## config.mk

```make
export PLATFORM = sky130hd
export DESIGN_NAME = lpc_fw_target
export DESIGN_NICKNAME = d
export VERILOG_FILES = /design/src/rtl/lpc_fw_pkg.sv /design/src/rtl/lpc_fw_code_latch.sv /design/src/rtl/lpc_fw_addr_chain.sv /design/src/rtl/lpc_fw_seq.sv /design/src/rtl/lpc_fw_port_ctl.sv /design/src/rtl/lpc_fw_lad_drive.sv /design/src/rtl/lpc_fw_target.sv
export SDC_FILE = /design/constraint.sdc
export NUM_CORES = 1
export LEC_CHECK = 0
export ABC_AREA = 1
export BUFFER_PORTS_ARGS = -buffer_cell sky130_fd_sc_hd__buf_2
export CORE_AREA = 2 2 99 101
export DETAILED_ROUTE_END_ITERATION = 10
export DIE_AREA = 0 0 101 103
export MAX_ROUTING_LAYER = met4
export PLACE_DENSITY = 0.57
export SYNTH_ARGS = -nofsm -noshare
export SYNTH_HDL_FRONTEND = slang
export SYNTH_SLANG_ARGS = --single-unit
```

## constraint.sdc

```tcl
create_clock -name clk -period 2.2 [get_ports clk]
set_input_delay 0.44 -clock clk [delete_from_list [all_inputs] [get_ports clk]]
set_output_delay 0.44 -clock clk [all_outputs]
set_load 0.03 [all_outputs]
```

## src/rtl/lpc_fw_pkg.sv

```systemverilog
package lpc_fw_pkg;

   typedef enum logic [3:0] {
      PH_IDLE,
      PH_FRAMED,
      PH_ADDR,
      PH_MSIZE,
      PH_WLO,
      PH_WHI,
      PH_HTAR1,
      PH_HTAR2,
      PH_SYNC,
      PH_RLO,
      PH_RHI,
      PH_TTAR1,
      PH_TTAR2
   } fw_phase_t;

   localparam logic [3:0] NIB_CODE_RD   = 4'b1101;
   localparam logic [3:0] NIB_CODE_WR   = 4'b1110;
   localparam logic [3:0] NIB_SIZE_BYTE = 4'b0000;
   localparam logic [3:0] NIB_SYNC_WAIT = 4'b0101;
   localparam logic [3:0] NIB_SYNC_OK   = 4'b0000;
   localparam logic [3:0] NIB_TURN      = 4'b1111;

endpackage

```

## src/rtl/lpc_fw_code_latch.sv

```systemverilog
module lpc_fw_code_latch
   import lpc_fw_pkg::*;
(
   input  logic       clk,
   input  logic       rst_n,
   input  logic       frame_n,
   input  logic [3:0] lad_in,
   output logic       code_rd,
   output logic       code_wr
);

   logic [3:0] code_q;

   // every low-strobe clock overwrites; the last one wins
   always_ff @(posedge clk or negedge rst_n) begin
      if (!rst_n)        code_q <= 4'h0;
      else if (!frame_n) code_q <= lad_in;
   end

   assign code_rd = (code_q == NIB_CODE_RD);
   assign code_wr = (code_q == NIB_CODE_WR);

endmodule

```

## src/rtl/lpc_fw_addr_chain.sv

```systemverilog
module lpc_fw_addr_chain #(
   parameter int NIBBLES = 7,
   localparam int W = 4 * NIBBLES
) (
   input  logic         clk,
   input  logic         rst_n,
   input  logic         shift_en,
   input  logic [3:0]   lad_in,
   output logic [W-1:0] addr
);

   logic [3:0] nib [NIBBLES];

   for (genvar i = 0; i < NIBBLES; i++) begin : g_nib
      if (i == 0) begin : g_head
         always_ff @(posedge clk or negedge rst_n) begin
            if (!rst_n)        nib[i] <= 4'h0;
            else if (shift_en) nib[i] <= lad_in;
         end
      end else begin : g_body
         always_ff @(posedge clk or negedge rst_n) begin
            if (!rst_n)        nib[i] <= 4'h0;
            else if (shift_en) nib[i] <= nib[i-1];
         end
      end
      assign addr[4*i +: 4] = nib[i];
   end

endmodule

```

## src/rtl/lpc_fw_seq.sv

```systemverilog
module lpc_fw_seq
   import lpc_fw_pkg::*;
#(
   parameter int NIBBLES = 7,
   localparam int CW = $clog2(NIBBLES + 1)
) (
   input  logic       clk,
   input  logic       rst_n,
   input  logic       frame_n,
   input  logic [3:0] lad_in,
   input  logic [3:0] id_strap,
   input  logic       code_rd,
   input  logic       code_wr,
   input  logic       op_done,
   output fw_phase_t  phase,
   output logic       dir_wr,
   output logic       addr_shift,
   output logic       cap_lo,
   output logic       cap_hi
);

   localparam logic [CW-1:0] LAST_NIB = CW'(NIBBLES - 1);

   fw_phase_t     nxt;
   logic          nxt_wr;
   logic [CW-1:0] cnt, nxt_cnt;

   always_comb begin
      nxt     = phase;
      nxt_wr  = dir_wr;
      nxt_cnt = cnt;
      if (!frame_n) begin
         nxt = PH_FRAMED;
      end else begin
         case (phase)
            PH_IDLE:   nxt = PH_IDLE;
            PH_FRAMED: begin
               if ((code_rd || code_wr) && (lad_in == id_strap)) begin
                  nxt     = PH_ADDR;
                  nxt_wr  = code_wr;
                  nxt_cnt = '0;
               end else begin
                  nxt = PH_IDLE;
               end
            end
            PH_ADDR: begin
               if (cnt == LAST_NIB) nxt = PH_MSIZE;
               else                 nxt_cnt = cnt + 1'b1;
            end
            PH_MSIZE: begin
               if (lad_in != NIB_SIZE_BYTE) nxt = PH_IDLE;
               else if (dir_wr)             nxt = PH_WLO;
               else                         nxt = PH_HTAR1;
            end
            PH_WLO:   nxt = PH_WHI;
            PH_WHI:   nxt = PH_HTAR1;
            PH_HTAR1: nxt = PH_HTAR2;
            PH_HTAR2: nxt = PH_SYNC;
            PH_SYNC:  if (op_done) nxt = dir_wr ? PH_TTAR1 : PH_RLO;
            PH_RLO:   nxt = PH_RHI;
            PH_RHI:   nxt = PH_TTAR1;
            PH_TTAR1: nxt = PH_TTAR2;
            PH_TTAR2: nxt = PH_IDLE;
            default:  nxt = PH_IDLE;
         endcase
      end
   end

   always_ff @(posedge clk or negedge rst_n) begin
      if (!rst_n) begin
         phase  <= PH_IDLE;
         dir_wr <= 1'b0;
         cnt    <= '0;
      end else begin
         phase  <= nxt;
         dir_wr <= nxt_wr;
         cnt    <= nxt_cnt;
      end
   end

   assign addr_shift = frame_n && (phase == PH_ADDR);
   assign cap_lo     = frame_n && (phase == PH_WLO);
   assign cap_hi     = frame_n && (phase == PH_WHI);

endmodule

```

## src/rtl/lpc_fw_port_ctl.sv

```systemverilog
module lpc_fw_port_ctl
   import lpc_fw_pkg::*;
(
   input  logic       clk,
   input  logic       rst_n,
   input  fw_phase_t  phase,
   input  logic       dir_wr,
   input  logic       cap_lo,
   input  logic       cap_hi,
   input  logic [3:0] lad_in,
   input  logic       mem_ready,
   input  logic [7:0] mem_rdata,
   output logic       op_done,
   output logic [7:0] rd_byte,
   output logic [7:0] wr_byte,
   output logic       mem_wr,
   output logic       mem_rd
);

   logic in_strobe, in_wait;

   assign in_strobe = (phase == PH_HTAR1);
   assign in_wait   = (phase == PH_HTAR2) || (phase == PH_SYNC);
   assign mem_wr    = in_strobe && dir_wr;
   assign mem_rd    = in_strobe && !dir_wr;

   always_ff @(posedge clk or negedge rst_n) begin
      if (!rst_n) begin
         op_done <= 1'b0;
         rd_byte <= 8'h00;
      end else if (in_strobe) begin
         op_done <= mem_ready;
         if (mem_ready && !dir_wr) rd_byte <= mem_rdata;
      end else if (in_wait && !op_done && mem_ready) begin
         op_done <= 1'b1;
         if (!dir_wr) rd_byte <= mem_rdata;
      end
   end

   always_ff @(posedge clk or negedge rst_n) begin
      if (!rst_n) begin
         wr_byte <= 8'h00;
      end else begin
         if (cap_lo) wr_byte[3:0] <= lad_in;
         if (cap_hi) wr_byte[7:4] <= lad_in;
      end
   end

endmodule

```

## src/rtl/lpc_fw_lad_drive.sv

```systemverilog
module lpc_fw_lad_drive
   import lpc_fw_pkg::*;
(
   input  fw_phase_t  phase,
   input  logic       op_done,
   input  logic [7:0] rd_byte,
   output logic [3:0] lad_out,
   output logic       lad_oe
);

   always_comb begin
      lad_oe  = 1'b1;
      lad_out = NIB_TURN;
      case (phase)
         PH_SYNC:  lad_out = op_done ? NIB_SYNC_OK : NIB_SYNC_WAIT;
         PH_RLO:   lad_out = rd_byte[3:0];
         PH_RHI:   lad_out = rd_byte[7:4];
         PH_TTAR1: lad_out = NIB_TURN;
         default:  lad_oe  = 1'b0;
      endcase
   end

endmodule

```

## src/rtl/lpc_fw_target.sv

```systemverilog
module lpc_fw_target
   import lpc_fw_pkg::*;
#(
   parameter int ADDR_NIBBLES = 7,
   localparam int ADDR_W = 4 * ADDR_NIBBLES
) (
   input  logic              clk,
   input  logic              rst_n,
   input  logic              frame_n,
   input  logic [3:0]        lad_in,
   output logic [3:0]        lad_out,
   output logic              lad_oe,
   input  logic [3:0]        id_strap,
   output logic              standby,
   output logic [ADDR_W-1:0] mem_addr,
   output logic [7:0]        mem_wdata,
   output logic              mem_wr,
   output logic              mem_rd,
   input  logic [7:0]        mem_rdata,
   input  logic              mem_ready
);

   if (ADDR_NIBBLES < 1 || ADDR_NIBBLES > 8) begin : g_bad_cfg
      $error("lpc_fw_target: ADDR_NIBBLES must lie in 1..8");
   end

   fw_phase_t  phase;
   logic       code_rd, code_wr;
   logic       dir_wr, addr_shift, cap_lo, cap_hi;
   logic       op_done;
   logic [7:0] rd_byte;

   lpc_fw_code_latch u_code (
      .clk     (clk),
      .rst_n   (rst_n),
      .frame_n (frame_n),
      .lad_in  (lad_in),
      .code_rd (code_rd),
      .code_wr (code_wr)
   );

   lpc_fw_seq #(.NIBBLES(ADDR_NIBBLES)) u_seq (
      .clk        (clk),
      .rst_n      (rst_n),
      .frame_n    (frame_n),
      .lad_in     (lad_in),
      .id_strap   (id_strap),
      .code_rd    (code_rd),
      .code_wr    (code_wr),
      .op_done    (op_done),
      .phase      (phase),
      .dir_wr     (dir_wr),
      .addr_shift (addr_shift),
      .cap_lo     (cap_lo),
      .cap_hi     (cap_hi)
   );

   lpc_fw_addr_chain #(.NIBBLES(ADDR_NIBBLES)) u_addr (
      .clk      (clk),
      .rst_n    (rst_n),
      .shift_en (addr_shift),
      .lad_in   (lad_in),
      .addr     (mem_addr)
   );

   lpc_fw_port_ctl u_port (
      .clk       (clk),
      .rst_n     (rst_n),
      .phase     (phase),
      .dir_wr    (dir_wr),
      .cap_lo    (cap_lo),
      .cap_hi    (cap_hi),
      .lad_in    (lad_in),
      .mem_ready (mem_ready),
      .mem_rdata (mem_rdata),
      .op_done   (op_done),
      .rd_byte   (rd_byte),
      .wr_byte   (mem_wdata),
      .mem_wr    (mem_wr),
      .mem_rd    (mem_rd)
   );

   lpc_fw_lad_drive u_drive (
      .phase   (phase),
      .op_done (op_done),
      .rd_byte (rd_byte),
      .lad_out (lad_out),
      .lad_oe  (lad_oe)
   );

   assign standby = frame_n && (phase == PH_IDLE);

endmodule

```

==> results of run 1 <==
-- logic make-up after synthesis --
group                      count (synthesis)  synth area share [%]
buffers and inverters                     48                 6.770
DFF                                       57                 52.15
and+or+nand+nor                          193                 29.28
AOI/OAI and AO/OA                         44                 8.875
adders and majority gates                  5                 2.287
xor gates and xnor gates                   2                0.6406
-- flip-flops by register name, indices dropped and copies added, names as in the netlist --
signal,flops
u_addr.addr,28
u_port.rd_byte,8
u_port.wr_byte,8
u_code.code_q,4
u_seq.phase,4
u_seq.cnt,3
u_port.op_done,1
u_seq.dir_wr,1
-- area by class of cell --
type                       count  area [sq um]  share of cell area [%]
sequential                    57          1426                   41.71
multi-input combinational    244          1144                   33.44
timing repair buffer          68         357.8                   10.46
inverter                      41         153.9                   4.501
tap                          114         142.6                   4.171
clock buffer                  10         127.6                   3.732
clock inverter                 6         67.56                   1.976
-- through the flow --
step                hold WS [ns]  power [W]  instance area, sq um  utilization [%]  instances
global route              0.1266   0.002576                  3420            36.15        540
finish                   0.09246   0.002452                  3420            36.15        540
CTS                       0.1026   0.002482                  3402            35.97        539
detailed placement        0.4661   0.001498                  3192            33.74        523
floorplan                 0.1444   0.001367                  2735                -        349
global placement          0.4601   0.001491                  3192            33.74        523
-- metal layers --
| layer | vias up | part of all wire (%) |
|---|---|---|
| met5 | - | 0 |
| met4 | 0 | 1.0 |
| met3 | 5 | 5.3 |
| met2 | 49 | 46 |
| met1 | 1154 | 48 |
| li1 | 1238 | - |
-- power groups by stage --
stage          Clock (W)  Combinational (W)  Sequential, W
4_1_cts          0.00100           0.000330        0.00115
5_1_grt          0.00105           0.000365        0.00116
3_3_place_gp           0           0.000323        0.00117
6_report        0.000977           0.000325        0.00115
2_1_floorplan          0          0.0000952        0.00127
3_5_place_dp           0           0.000329        0.00117
-- cell usage in the layout (no fill, tap or decap), types with 2 or more instances in the layout --
cell	Yosys	layout
nand3_1	22	22
nor2_1	28	26
clkinvlp_4	0	2
dfrtp_1	57	57
clkbuf_8	0	9
nand2_1	132	132
nand2_4	2	2
inv_1	39	38
nor2_2	1	3
ha_1	5	3
xnor2_1	2	2
o21ai_0	39	39
buf_2	4	63
nor3_1	2	2
inv_2	2	3
nand4_1	4	4
buf_4	0	4
-- worst max-delay path: cells and delay by family (launching register included) --
family	cells	cell delay (ns)
flops	1	0.44
simple gates	3	0.39
buf+inv	3	0.37
compound gates	1	0.10
-- what timing repair did --
item / 4_1_cts / 5_1_grt
resized for setup: 3 / 3
buffers inserted: 0 / 1
setup endpoints to repair: 3 / 4
-- how the worst max path moves through the flow --
stage                                          start         end  slack, ns
after floorplan           u_seq.phase[2]$_DFFE_PN0P_  lad_out[0]       0.07
after global placement    u_seq.phase[2]$_DFFE_PN0P_  lad_out[2]       0.29
after detailed placement  u_seq.phase[2]$_DFFE_PN0P_  lad_out[0]       0.23
after CTS                 u_seq.phase[2]$_DFFE_PN0P_  lad_out[0]       0.03
after global routing      u_seq.phase[0]$_DFFE_PN0P_  lad_out[0]       0.01
final                     u_seq.phase[0]$_DFFE_PN0P_  lad_out[0]       0.13
==> results.py, run 1 <==
metrics = {
    "status": {
        "status": "finished clean",
    },
    "synth": {
        "yosysSeqAreaShare_pct": 52.15,
        "synthesis.nets": 374,
        "yosysWarningCount": 0,
        "syn-mean-instance-area_sq_um": 7.837,
        "post-synth-top-area-cell": "dfrtp_1",
        "yosys_most_used_dff": "dfrtp_1",
        "synth_area_sq_um": 2735,
        "synth_async_sr_flop_share_pct": 100.0,
        "ys_ff_latch": 57,
        "synth.top_cell.area_share_pct": 52.15,
        "synth_common_cells": "132 x nand2_1, 57 x dfrtp_1, 39 x inv_1, 39 x o21ai_0, 28 x nor2_1",
        "synth_enable_flop_cells": 0,
        "number_of_distinct_library_cells_after_synthesis": 22,
        "yosysMostFrequentCell": "nand2_1",
        "post_synth_main_area_contributors": "dfrtp_1 52%, nand2_1 18%, o21ai_0 7.1%, inv_1 5.4%, nand3_1 4.0%",
        "synthesis.instances": 349,
    },
    "setup_path": {
        "worst-r2r-setup-slack_ns": 0.46,
        "crit_path_frequent_cell": "inv_1",
        "cpPeakStageDelay_ns": 0.44,
        "worst_r2r_endpoint": "u_seq.cnt[1]$_DFFE_PN0P_",
        "regToRegStartpoint": "u_seq.phase[3]$_DFFE_PN0P_",
        "timing.critical_path.required_ns": 1.76,
        "reg2reg_depth": 9,
        "cells_traversed_along_the_worst_timing_path": "nand2_1, inv_1, nor2_2, o21ai_0, inv_1, nand3_1, buf_2",
        "worst_path_max_delay_cell": "dfrtp_1",
        "worstSetupPathType": "flip-flop to primary output",
        "timing.critical_path.arrival_ns": 1.63,
        "setup.worst_path.start_class": "flip-flop",
        "end_kind": "primary output",
        "crit_fanout": 6,
    },
    "finish": {
        "layout-area-overhead-vs-synth_pct": 25.02,
        "layout.nets": 446,
        "antenna_cells_inserted": 0,
        "drive_above_1_share_pct": 22.30,
        "nFillCells": 1004,
    },
    "sta": {
        "timing.setup.tns_ns": 0,
        "layout_worst_path_cycle_share_pct": 94.17,
        "grt_setup_unrepaired": "false",
        "final-max-slew-violation-count": 0,
        "timing.final.hold_violations": 0,
        "maxClockFrequency_ghz": 0.4827,
        "clock-skew-final_ns": 0.01024,
        "timing.final.ws_setup_ns": 0.1282,
        "tightest_slew_ns": 0.5840,
        "final_min_period_ns": 2.072,
        "max-slew-margin-rel_pct": 61.06,
        "finalSetupViolations": 0,
    },
    "clock_network": {
        "clock_tree.root_cell": "clkbuf_8",
        "tritoncts_num_sinks": 57,
        "cts-buffers-inserted": 9,
        "holdBufCountCts": 0,
        "ctsHtreeMaxLevel": 3,
        "clk_transition_reported_paths_ns": 0.08,
        "clk_latency_ns": 0.34,
        "cts_tree": "built",
        "ctsLongestPathBuffers": 2,
    },
    "power": {
        "pwr-share-comb_pct": 13.2,
        "p_clk_share_pct": 39.9,
        "power.density_nw_per_um2": 717.1,
        "net-switching-power_w": 0.0007254,
        "worst_ir_drop_vdd_uv": 219.5,
        "internal_power_w": 0.001727,
        "seq_power_share_pct": 46.9,
        "power_leakage_nw": 1.890,
        "switching_share_pct": 29.58,
    },
    "job": {
        "maxCapViolations": 0,
    },
    "floorplan": {
        "die_width_um": 101,
        "design.die.area_sq_um": 10400,
        "fp.dieH_um": 103,
        "initial_core_util_pct": 28.92,
        "core_box_area_sq_um": 9459,
        "placement_rows": 36,
        "ios": 64,
    },
    "grt": {
        "global_router_s_overall_resource_usage_pct": 14.01,
        "globalRouteMet3Util_pct": 4.814,
        "overflow": 0,
        "via_count_of_the_first_global_routing_pass": 2250,
        "grt_use_met2_pct": 22.15,
        "most_utilized_layer_in_the_global_route_result": "met2",
        "grt_max_degree": 33,
        "grt.met1_usage_pct": 17.09,
        "grt_pass1_wl_um": 10960,
        "grt_antenna_before_repair": 0,
    },
    "place": {
        "post-dp-hpwl_um": 4815,
        "preCtsSetupSlack_ns": 0.2301,
        "portBuffers": 63,
        "place.gp.congestion": 0.8280,
    },
    "drt": {
        "wire_per_inst_um": 12.23,
        "via_count": 2446,
        "antenna_violating_nets_post_route": 0,
        "drc": 0,
        "avgViaCountPerCell": 4.530,
        "wirelength_um": 6603,
        "drtPass1Iterations": 4,
        "violation_count_after_the_first_detailed_route_iteration": 114,
    },
    "hold_path": {
        "worstHoldPathType": "input pin to async pin",
    },
}
Power figures use the tool's default switching activity.
==> run 2, diff against run 1 <==
Settings changed: CORE_AREA 2 2 99 101 to 2 2 75 77, CTS_CLUSTER_SIZE set to 24, DIE_AREA 0 0 101 103 to 0 0 77 79, PLACE_DENSITY 0.57 to 0.86.
==> results.py, run 2 (synthesis results as in run 1) <==
metrics = {
    "status": {
        "status": "finished clean",
    },
    "place": {
        "preCtsSetupSlack_ns": 0.2804,
        "place.gp.congestion": 0.9023,
        "portBuffers": 63,
        "post-dp-hpwl_um": 4327,
    },
    "sta": {
        "fin_hold_ws_ns": 0.1156,
        "maxClockFrequency_ghz": 0.4828,
        "layout_worst_path_cycle_share_pct": 94.14,
        "final-max-slew-violation-count": 0,
        "timing.final.ws_setup_ns": 0.1289,
        "timing.final.hold_violations": 0,
        "finalSetupViolations": 0,
        "max-slew-margin-rel_pct": 58.36,
        "clock-skew-final_ns": 0.01237,
        "tightest_slew_ns": 0.6247,
        "final_min_period_ns": 2.071,
    },
    "drt": {
        "avgViaCountPerCell": 4.992,
        "antenna_violating_nets_post_route": 0,
        "drtPass1Iterations": 5,
        "wirelength_um": 6146,
        "drc": 0,
        "wire_per_inst_um": 12.32,
        "via_count": 2491,
        "violation_count_after_the_first_detailed_route_iteration": 191,
    },
    "finish": {
        "mostFrequentLayoutCells": "132 x nand2_1, 62 x buf_2, 57 x dfrtp_1, 38 x inv_1, 38 x o21ai_0",
        "layout_commonest_cell": "nand2_1",
        "largest_reg_flops": 28,
        "layout.nets": 447,
        "drive_above_1_share_pct": 22.48,
        "antenna_cells_inserted": 0,
        "layout-area-overhead-vs-synth_pct": 23.60,
    },
    "clock_network": {
        "clock_tree.root_cell": "clkbuf_8",
        "clk_latency_ns": 0.34,
        "ctsHtreeMaxLevel": 3,
        "cts-buffers-inserted": 9,
        "tritoncts_num_sinks": 57,
        "ctsLongestPathBuffers": 2,
        "cts_tree": "built",
        "holdBufCountCts": 0,
        "clk_transition_reported_paths_ns": 0.07,
    },
    "floorplan": {
        "design.die.area_sq_um": 6083,
        "ios": 64,
        "fp.dieH_um": 79,
        "core_box_area_sq_um": 5338,
        "die_width_um": 77,
        "placement_rows": 27,
        "initial_core_util_pct": 51.24,
    },
    "setup_path": {
        "setup.worst_path.start_class": "flip-flop",
        "cpPeakStageDelay_ns": 0.40,
        "timing.critical_path.arrival_ns": 1.63,
        "worstSetupPathType": "flip-flop to primary output",
        "worst_path_max_delay_cell": "dfrtp_1",
        "cpLargestDelayFamily": "buffers and inverters",
        "cells_traversed_along_the_worst_timing_path": "inv_2, ha_4, inv_1, nor2_2, o21ai_1, inv_1, nand3_1, buf_4",
        "timing.critical_path.required_ns": 1.76,
        "worstPathBufferInverterCount": 4,
        "crit_path_frequent_cell": "inv_1",
        "crit_fanout": 8,
        "end_kind": "primary output",
    },
    "power": {
        "power.density_nw_per_um2": 723.0,
        "power_leakage_nw": 1.881,
        "worst_ir_drop_vdd_uv": 502.8,
    },
    "grt": {
        "grt_max_degree": 33,
        "overflow": 0,
        "via_count_of_the_first_global_routing_pass": 2357,
        "global_router_s_overall_resource_usage_pct": 22.59,
        "grt_pass1_wl_um": 10490,
        "grt_antenna_before_repair": 0,
    },
    "job": {
        "maxCapViolations": 0,
    },
    "hold_path": {
        "worstHoldPathType": "input pin to async pin",
    },
}
## run 2: changes by cell type in the layout (fill, tap and decap cells not counted), sizes merged
cell          delta
clkinvlp         +1
clkinv           -1
dlymetal6s2s     -1
buf              +2
## run 2: power breakdown
group	switching (W)	leakage (nW)	internal (W)
combinational	0.000233	1.05	0.0000941
sequential	0.0000404	0.744	0.00111
clock	0.000443	0.0889	0.000524
## run 2: per-stage QoR
| step | cell area [sq um] | util (%) | total power [W] | TNS [ns] | std cells |
|---|---|---|---|---|---|
| 4_1_cts | 3358 | 62.92 | 0.002461 | 0 | 497 |
| 2_1_floorplan | 2735 | - | 0.001367 | 0 | 349 |
| 5_1_grt | 3381 | 63.34 | 0.002550 | -0.02270 | 499 |
| 6_report | 3381 | 63.34 | 0.002444 | 0 | 499 |
| 3_3_place_gp | 3152 | 59.05 | 0.001486 | 0 | 481 |
| 3_5_place_dp | 3152 | 59.05 | 0.001498 | 0 | 481 |
## run 2: path summary, 6_finish.rpt
check / from / end / slack, ns / cells after the start
worst max-delay path: u_seq.phase[2]$_DFFE_PN0P_ / lad_out[0] / 0.13 / 8
min in group clk: mem_rdata[3] / u_port.rd_byte[3]$_DFFE_PN0P_ / 0.34 / 3
worst min-delay path: rst_n / u_port.wr_byte[2]$_DFFE_PN0P_ / 0.12 / 1
worst min register to register: u_addr.addr[24]$_DFFE_PN0N_ / u_addr.addr[24]$_DFFE_PN0N_ / 0.48 / 2
worst max register to register: u_seq.phase[3]$_DFFE_PN0P_ / u_port.rd_byte[5]$_DFFE_PN0P_ / 0.50 / 7
max in group asynchronous: rst_n / u_addr.addr[15]$_DFFE_PN0N_ / 1.51 / 2
## run 2: per-layer routing
metal / up-vias / GRT usage [%] / part of all wire, %
li1: 1243 / - / -
met1: 1163 / 26.94 / 42
met2: 69 / 36.84 / 51
met3: 16 / 4.659 / 4.7
met4: 0 / 11.43 / 2.1
met5: - / - / 0
## run 2: timing repair
| item | in CTS | in global routing |
|---|---|---|
| pin swaps | 0 | 1 |
| gates resized for setup | 2 | 6 |
| setup endpoints to repair | 2 | 3 |
| endpoints found under the hold margin | 0 | 0 |
| setup buffers | 0 | 2 |
## run 2: cell type report
type	count	area, sq um
timing repair buffer	69	375.4
inverter	41	153.9
sequential	57	1426
tap	72	90.09
fill	493	1957
multi-input combinational	244	1141
clock inverter	6	66.31
clock buffer	10	127.6
